--- src/rtl/ews_pkg.sv ---
package ews_pkg;
   typedef enum logic [1:0] {
      EWS_IDLE   = 2'd0,
      EWS_WINDOW = 2'd1,
      EWS_ERASE  = 2'd2
   } ews_state_e;

   // bit positions decoded by host polling software
   localparam int unsigned ERASE_BIT = 3;
   localparam int unsigned ABORT_BIT = 1;
endpackage

--- src/rtl/ews_downcount.sv ---
module ews_downcount #(
   parameter int W = 8
) (
   input  logic         clk,
   input  logic         rst_n,
   input  logic         load,
   input  logic [W-1:0] load_val,
   input  logic         dec,
   output logic         zero
);
   logic [W-1:0] cnt_q;

   always_ff @(posedge clk) begin
      if (!rst_n)
         cnt_q <= '0;
      else if (load)
         cnt_q <= load_val;
      else if (dec)
         cnt_q <= cnt_q - W'(1);
   end

   assign zero = (cnt_q == '0);
endmodule

--- src/rtl/ews_sector_queue.sv ---
module ews_sector_queue #(
   parameter int NUM_SECT = 64,
   parameter int SEC_W    = 6,
   parameter int CNT_W    = 7
) (
   input  logic                clk,
   input  logic                rst_n,
   input  logic                set_en,
   input  logic [SEC_W-1:0]    set_idx,
   input  logic                clr,
   output logic                idx_ok,
   output logic [NUM_SECT-1:0] map,
   output logic [CNT_W-1:0]    count
);
   logic [CNT_W-1:0] part [NUM_SECT+1];

   // range check only exists when the index space is larger than the sector count
   generate
      if (NUM_SECT == (1 << SEC_W)) begin : g_full_range
         assign idx_ok = 1'b1;
      end else begin : g_part_range
         assign idx_ok = ({1'b0, set_idx} < (SEC_W+1)'(NUM_SECT));
      end
   endgenerate

   assign part[0] = '0;

   generate
      for (genvar i = 0; i < NUM_SECT; i++) begin : g_sect
         always_ff @(posedge clk) begin
            if (!rst_n || clr)
               map[i] <= 1'b0;
            else if (set_en && (set_idx == SEC_W'(i)))
               map[i] <= 1'b1;
         end
         assign part[i+1] = part[i] + CNT_W'(map[i]);
      end
   endgenerate

   assign count = part[NUM_SECT];
endmodule

--- src/rtl/erase_window_status.sv ---
module erase_window_status
   import ews_pkg::*;
#(
   parameter int NUM_SECT  = 64,
   parameter int CLK_MHZ   = 200,
   parameter int WIN_US    = 50,
   parameter int ERASE_CYC = 100000,
   localparam int SEC_W    = (NUM_SECT > 1) ? $clog2(NUM_SECT) : 1
) (
   input  logic                clk,
   input  logic                rst_n,
   input  logic                cmd_erase_vld,
   input  logic [SEC_W-1:0]    cmd_sector,
   input  logic                wbuf_abort,
   input  logic                cmd_reset,
   output logic [7:0]          stat_byte,
   output logic                busy,
   output logic [NUM_SECT-1:0] pend_map
);
   localparam int WIN_CYC = CLK_MHZ * WIN_US;
   localparam int WIN_W   = $clog2(WIN_CYC + 1);
   localparam int ERS_MAX = NUM_SECT * ERASE_CYC;
   localparam int ERS_W   = $clog2(ERS_MAX + 1);
   localparam int CNT_W   = $clog2(NUM_SECT + 1);

   initial begin
      assert (NUM_SECT >= 1) else $error("NUM_SECT must be at least 1");
      assert (WIN_CYC >= 1) else $error("window must last at least one cycle");
      assert (ERASE_CYC >= 1) else $error("ERASE_CYC must be at least 1");
   end

   ews_state_e       st_q, st_d;
   logic             sec_ok, accept;
   logic             win_zero, win_load, win_dec;
   logic             ers_zero, ers_load, ers_dec;
   logic             q_clear;
   logic [CNT_W-1:0] sect_cnt;
   logic [ERS_W-1:0] ers_len;
   logic             abort_q;

   ews_sector_queue #(
      .NUM_SECT (NUM_SECT),
      .SEC_W    (SEC_W),
      .CNT_W    (CNT_W)
   ) u_queue (
      .clk     (clk),
      .rst_n   (rst_n),
      .set_en  (accept),
      .set_idx (cmd_sector),
      .clr     (q_clear),
      .idx_ok  (sec_ok),
      .map     (pend_map),
      .count   (sect_cnt)
   );

   assign accept   = cmd_erase_vld && sec_ok && (st_q != EWS_ERASE);
   assign win_load = accept;
   assign win_dec  = (st_q == EWS_WINDOW) && !accept && !win_zero;
   assign ers_load = (st_q == EWS_WINDOW) && !accept && win_zero;
   assign ers_dec  = (st_q == EWS_ERASE) && !ers_zero;
   assign q_clear  = (st_q == EWS_ERASE) && ers_zero;
   assign ers_len  = ERS_W'(sect_cnt) * ERS_W'(ERASE_CYC) - ERS_W'(1);

   ews_downcount #(.W(WIN_W)) u_win (
      .clk      (clk),
      .rst_n    (rst_n),
      .load     (win_load),
      .load_val (WIN_W'(WIN_CYC - 1)),
      .dec      (win_dec),
      .zero     (win_zero)
   );

   ews_downcount #(.W(ERS_W)) u_ers (
      .clk      (clk),
      .rst_n    (rst_n),
      .load     (ers_load),
      .load_val (ers_len),
      .dec      (ers_dec),
      .zero     (ers_zero)
   );

   always_comb begin
      st_d = st_q;
      unique case (st_q)
         EWS_IDLE:   if (accept) st_d = EWS_WINDOW;
         EWS_WINDOW: if (ers_load) st_d = EWS_ERASE;
         EWS_ERASE:  if (ers_zero) st_d = EWS_IDLE;
         default:    st_d = EWS_IDLE;
      endcase
   end

   always_ff @(posedge clk) begin
      if (!rst_n)
         st_q <= EWS_IDLE;
      else
         st_q <= st_d;
   end

   // abort event wins over a simultaneous reset command
   always_ff @(posedge clk) begin
      if (!rst_n)
         abort_q <= 1'b0;
      else if (wbuf_abort)
         abort_q <= 1'b1;
      else if (cmd_reset && (st_q != EWS_ERASE))
         abort_q <= 1'b0;
   end

   always_comb begin
      stat_byte            = '0;
      stat_byte[ERASE_BIT] = (st_q == EWS_ERASE);
      stat_byte[ABORT_BIT] = abort_q;
   end

   assign busy = (st_q != EWS_IDLE);
endmodule

--- config.mk ---
export PLATFORM = sky130hd
export DESIGN_NAME = erase_window_status
export DESIGN_NICKNAME = d
export VERILOG_FILES = /design/src/rtl/ews_pkg.sv /design/src/rtl/ews_downcount.sv /design/src/rtl/ews_sector_queue.sv /design/src/rtl/erase_window_status.sv
export SDC_FILE = /design/constraint.sdc
export NUM_CORES = 1
export LEC_CHECK = 0
export ABC_CLOCK_PERIOD_IN_PS = 10100
export BUFFER_PORTS_ARGS = -buffer_cell sky130_fd_sc_hd__buf_4
export CAP_MARGIN = 10
export CORE_ASPECT_RATIO = 1.5
export CORE_MARGIN = 4
export CORE_UTILIZATION = 54
export DETAILED_ROUTE_END_ITERATION = 10
export PLACE_DENSITY = 0.76
export REMOVE_ABC_BUFFERS = 1
export SKIP_CTS_REPAIR_TIMING = 1
export SYNTH_ARGS = -nofsm -noshare
export SYNTH_HDL_FRONTEND = slang
export SYNTH_HIERARCHICAL = 1
export SYNTH_SLANG_ARGS = --single-unit
--- constraint.sdc ---
create_clock -name clk -period 10.1 [get_ports clk]
set_clock_uncertainty 0.05 [all_clocks]
set_input_delay 0.505 -clock clk [delete_from_list [all_inputs] [get_ports clk]]
set_output_delay 0.505 -clock clk [all_outputs]
set_load 0.01 [all_outputs]
Word-level counts from Yosys, hierarchy flattened
Index checks and enable logic that the tools add are counted.
Word-level totals
  bits of input ports: 11
  bits in registers: 104
  output and inout port bits: 73
  word-level logic and storage cells: 302
Operators by class
  bitwise operators: 1
  add/sub/neg operators: 66
  eq/ne operators: 69
  muxes and demuxes: 10
  multiply operators: 1
  reductions and logical operators: 86
Operators by type and width (count)
  7-bit by 1-bit adder with 7-bit output: 62
  6-bit == test (second input constant): 32
  6-bit by 5-bit == test with 1-bit output (second input constant): 16
  1-bit logical AND: 71
  6-bit by 4-bit == test with 1-bit output (second input constant): 8
  23-bit 2-to-1 mux: 2
  23-bit by 1-bit subtractor with 23-bit output (second input constant): 2
  14-bit 2-to-1 mux: 2
  6-bit by 3-bit == test with 1-bit output (second input constant): 4
  23-bit zero test: 1
  7-bit by 12-bit multiplier with 18-bit output (second input constant): 1
  14-bit zero test: 1
  14-bit by 1-bit subtractor with 14-bit output (second input constant): 1
  6-bit by 2-bit == test with 1-bit output (second input constant): 2
  2-bit nonzero test: 4
  6-bit by 1-bit == test with 1-bit output (second input constant): 1
  6-bit zero test: 1
  2-bit 2-to-1 mux: 3
  2-bit inequality test (second input constant): 3
  2-bit case mux with 3 select lines: 1
  1-bit zero test: 4
  3-bit AND reduction: 1
  1-bit by 1-bit adder with 2-bit output: 1
  2-bit by 1-bit == test with 1-bit output (second input constant): 1
  7 further kinds: 8

Longest topological paths before layout
  depth after elaboration: 66
  depth in mapped cells: 43
  mapped depth without buffers: 42

By module
The synthesis kept the hierarchy.
Modules (own cells, without submodules)
  ews_sector_queue: instances 1, sequential area each 1281.2 um^2, cells each 421, area an instance 3847.4 um^2
  erase_window_status: instances 1, sequential area each 60.1 um^2, cells each 226, area an instance 1908.1 um^2
  ews_downcount at u_ers: instances 1, sequential area each 460.4 um^2, cells each 160, area an instance 1308.8 um^2
  ews_downcount at u_win: instances 1, sequential area each 280.3 um^2, cells each 89, area an instance 757.0 um^2

Least setup slack after synthesis
OpenSTA, ideal clock, no wires.
  path kind: register to register
  start point: register u_queue.map[35]
  end point: register u_ers.cnt_q[22]
  path slack: 0.415 ns
  library setup time: 0.134 ns
  path buffers: 0
  clock period less this slack: 9.685 ns
  arrival: 9.501 ns
  data required time: 9.916 ns
  cell stages (with the launch flop): 37
  cell sequence: dfxtp_1 inv_1 fa_1 inv_1 fa_1 fa_1 inv_1 fa_1 inv_1 fa_1 fa_1 fa_1 inv_1 fa_1 inv_1 ha_1 a211oi_1 o21bai_1 a21oi_1 xor2_1 inv_1 ha_1 inv_1 ha_1 ha_1 fa_1 ha_1 a21oi_1 o21ai_0 nand2_2 o211ai_1 or4_1 o211ai_1 and4_4 xnor3_1 o21ai_0 a31oi_1
On the way
  longest elaborated chain between the ends: 32
RTL lines
  start: declaration: RTL line ews_sector_queue.sv:12  | output logic [NUM_SECT-1:0] map,
  start signal: indexed assignment: RTL line ews_sector_queue.sv:32  | map[i] <= 1'b0;
  start signal: indexed assignment: RTL line ews_sector_queue.sv:34  | map[i] <= 1'b1;
  7-bit by 1-bit adder with 7-bit output (29 in a row): RTL line ews_sector_queue.sv:36  | assign part[i+1] = part[i] + CNT_W'(map[i]);
  via sect_cnt[5]: RTL line erase_window_status.sv:37  | logic [CNT_W-1:0] sect_cnt;
  7-bit by 12-bit multiplier with 18-bit output: RTL line erase_window_status.sv:62  | assign ers_len = ERS_W'(sect_cnt) * ERS_W'(ERASE_CYC) - ERS_W'(1);
  23-bit by 1-bit subtractor with 23-bit output: RTL line erase_window_status.sv:62
  via ers_len[22]: RTL line erase_window_status.sv:38  | logic [ERS_W-1:0] ers_len;
  23-bit 2-to-1 mux: RTL line ews_downcount.sv:16  | else if (load)
  end signal: assignment: RTL line ews_downcount.sv:17  | cnt_q <= load_val;
  end signal: assignment: RTL line ews_downcount.sv:19  | cnt_q <= cnt_q - W'(1);
  end: declaration: RTL line ews_downcount.sv:11  | logic [W-1:0] cnt_q;
The timed path passes the listed nets, and every way through them passes these cells.
A chain may end at the register's enable or synchronous reset.

Final worst setup path
  start point: register u_queue.map[27]
  end point: register u_ers.cnt_q[17]
On the way
  longest elaborated chain between the ends: 40
RTL lines (RTL line)
  7-bit by 1-bit adder with 7-bit output (37 in a row): ews_sector_queue.sv:36
  via sect_cnt[6]: erase_window_status.sv:37
  7-bit by 12-bit multiplier with 18-bit output: erase_window_status.sv:62
  23-bit by 1-bit subtractor with 23-bit output: erase_window_status.sv:62
  via ers_len[17]: erase_window_status.sv:38
  23-bit 2-to-1 mux: ews_downcount.sv:16
The timed path passes the listed nets, and every way through them passes these cells.

==> flow_summary_export.csv <==
group,metric,value,unit
status,status,"completed",
placed_design,dp_hpwl,14900,um
setup_path,critPathMaxStageDelay,0.59,ns
yosys,postSynthCellCount,896,
setup_path,path_max_fanout,6,
clock_tree,cts.sinks,104,
placed_design,io_buffers,77,
yosys,synth-edff-count,0,
setup_path,start_kind,"flop",
layout,area_growth,18.4,%
floorplanning,fp.coreArea,14100,um2
layout,fin_cells,1197,
run,maxCapViolations,0,
timing,finalHoldViolations,0,
floorplanning,start_util,55.4,%
yosys,ys_seq_area_share,26.6,%
setup_path,worst_ep_required_time,10.24,ns
yosys,synth_top_area_share,26.6,%
detailed_routing,viasPerCell,5.43,
yosys,ys_ff_latch,104,
grt,grt_pass1_vias,6494,
pwr,power,1.02,mW
pwr,vdd_drop_max,0.0841,mV
detailed_routing,dr_total_vias,6502,
grt,met3_usage,3.32,%
detailed_routing,drcViolationCount,0,
clock_tree,clkTransAtPathRegs,0.08,ns
timing,hold_ws,0.325,ns
setup_path,path_common_cell,"fa_1",
timing,max_freq,102,MHz
timing,slew_violations,0,
timing,finalCritPeriodShare,97.4,%
yosys,synthArstFlopShare,0,%
detailed_routing,ant_nets,0,
detailed_routing,wl_per_cell,16.3,um
timing,fin_ws,0.268,ns
timing,fin_crit,9.83,ns
grt,grt.total_usage,23.4,%
clock_tree,htreeDepth,3,
grt,gr-total-overflow,0,
grt,grt.busiest_layer,"met2",
clock_tree,cts.path.max_buffers,2,
setup_path,path_buf_inv,5,
floorplanning,die-area,16500,um2
yosys,ys_warn_count,6,
timing,rsz0062_at_grt,"yes",
hold_path,hold_class,"input port to flop",
setup_path,crit_family,"adder cells",
yosys,yosysTopAreaCell,"dfxtp_1",
grt,met2_usage,45.6,%
grt,grt_pass1_wl,30900,um
timing,worst_slew_pin_slew,1.24,ns
yosys,ys_types,77,
layout,final_common_cell,"inv_1",
layout,fin_util,65.6,%
pwr,leakage,4.33,nW
detailed_routing,first_pass_iters,5,
grt,gr-usage-met1,24.5,%
setup_path,worst-endpoint-arrival,9.98,ns
placed_design,dp.cells,1174,
yosys,synth_area,7820,um2
yosys,synthTopCellsByArea,"dfxtp_1 27%, fa_1 15%, ha_1 11%, a21oi_1 6.2%, inv_1 6.0%",
yosys,syn_area_per_cell,8.73,um2
layout,drive_gt1_share,19.8,%
clock_tree,cts-root-buf,"clkbuf_16",
placed_design,pre_cts_ws,-0.0862,ns
timing,setup_viol,0,
setup_path,end_kind,"flop",
timing,maxSlewHeadroom,16.8,%
pwr,p_per_area,111,nW/um2
detailed_routing,routed_wl,19500,um
yosys,ys.flop_type,"dfxtp_1",
floorplanning,die_h,155,um
grt,antenna_found_initial,0,
floorplanning,io_pins,84,
placed_design,place_congestion,0.874,
setup_path,cpMaxStageDelayCell,"fa_1",
clock_tree,cts_made_buffers,9,
floorplanning,fp-row-count,53,
clock_tree,cts_tree,"built",
layout,most-common-layout-cells,"123 x inv_1, 105 x buf_4, 100 x nor2_1",
setup_path,critPathKind,"flop to flop",
layout,diodes,0,
detailed_routing,drt-initial-drc-count,203,
grt,grt_max_degree,65,
floorplanning,die_w,106,um
layout,nNetsFinal,1139,
clock_tree,clock_latency,0.36,ns
stage by stage:
stage / setup TNS (ns) / instance area [um2]
after global routing: -0.297 / 9260
after global placement: 0 / 8710
final: 0 / 9260
after CTS: -0.246 / 9000
after floorplan: 0 / 7730
after detailed placement: -0.0862 / 8710
worst reg2reg max path: cells and delay by family, from the launching register on:
family	cells	cell delay [ns]
compound gates	8	1.36
buf+inv	5	0.33
simple gates	5	1.27
flops	1	0.34
xor+xnor	2	0.30
fa+ha+maj	15	6.03
flip-flops by register name (all words and copies together) (netlist names):
signal	flops
u_win/cnt_q	14
u_queue/map	64
u_ers/cnt_q	23
abort_q	1
st_q	2
power by group:
group          switching, mW  internal, mW  leakage [nW]
combinational          0.134         0.113          3.34
sequential           0.00974         0.419         0.845
clock                  0.169         0.179         0.140
synthesized netlist by cell type, drive strengths merged, types with 3 or more instances:
| cell type | instances |
|---|---|
| nand4 | 7 |
| ha | 68 |
| a211oi | 7 |
| conb | 3 |
| o211ai | 4 |
| o31ai | 5 |
| nand3 | 11 |
| xor2 | 20 |
| a21oi | 97 |
| o21bai | 4 |
| and2 | 7 |
| and3 | 5 |
| or3 | 9 |
| nor3b | 5 |
| and3b | 3 |
| nand2b | 8 |
| o21a | 6 |
| nand2 | 28 |
| or4 | 7 |
| buf | 19 |
| o21ai | 39 |
| nor2b | 6 |
| inv | 126 |
| or2 | 6 |
| nor4 | 14 |
| nor3 | 17 |
| nor4b | 4 |
| xnor2 | 32 |
| o211a | 4 |
| or4b | 4 |
| a31oi | 7 |
| a21o | 5 |
| nor2 | 101 |
| clkbuf | 16 |
| fa | 60 |
| dfxtp | 104 |
| a211o | 3 |
path summary, 6_finish.rpt:
| path | slack, ns | start | endpoint | depth (start not counted) |
|---|---|---|---|---|
| hold reg to reg | 0.44 | u_queue/map[47]$_SDFFE_PP0P_ | u_queue/map[47]$_SDFFE_PP0P_ | 2 |
| setup reg to reg | 0.27 | u_queue/map[27]$_SDFFE_PP0P_ | u_ers/cnt_q[17]$_SDFFE_PN0P_ | 35 |
| hold / removal | 0.32 | wbuf_abort | abort_q$_SDFFE_PN0P_ | 3 |
| setup / recovery | 0.27 | u_queue/map[27]$_SDFFE_PP0P_ | u_ers/cnt_q[17]$_SDFFE_PN0P_ | 35 |
layer usage:
metal | up-vias | routed length (um)
li1 | 3186 | -
met1 | 3100 | 7080
met5 | - | 0
met2 | 161 | 10800
met4 | 0 | 849
met3 | 55 | 794
kinds of logic after synthesis:
family	Yosys count	synth area share (%)
other	3	0.144
adder cells (fa/ha/maj)	128	26.2
AO/OA/AOI/OAI	194	14.8
multiplexers	2	0.256
AND/OR/NAND/NOR	251	17.6
XOR/XNOR	53	6.11
buffers and inverters	161	8.30
flip-flops	104	26.6
cell type report:
class                           instances  area (um2)
Sequential cell                       104        2090
Inverter                              126         473
Clock buffer                           11         243
Timing Repair Buffer                  105         788
Fill cell                            1143        4870
Multi-Input combinational cell        654        5380
Tap cell                              192         240
Clock inverter                          5        47.5
No activity file was read; power rests on OpenSTA's default activity.
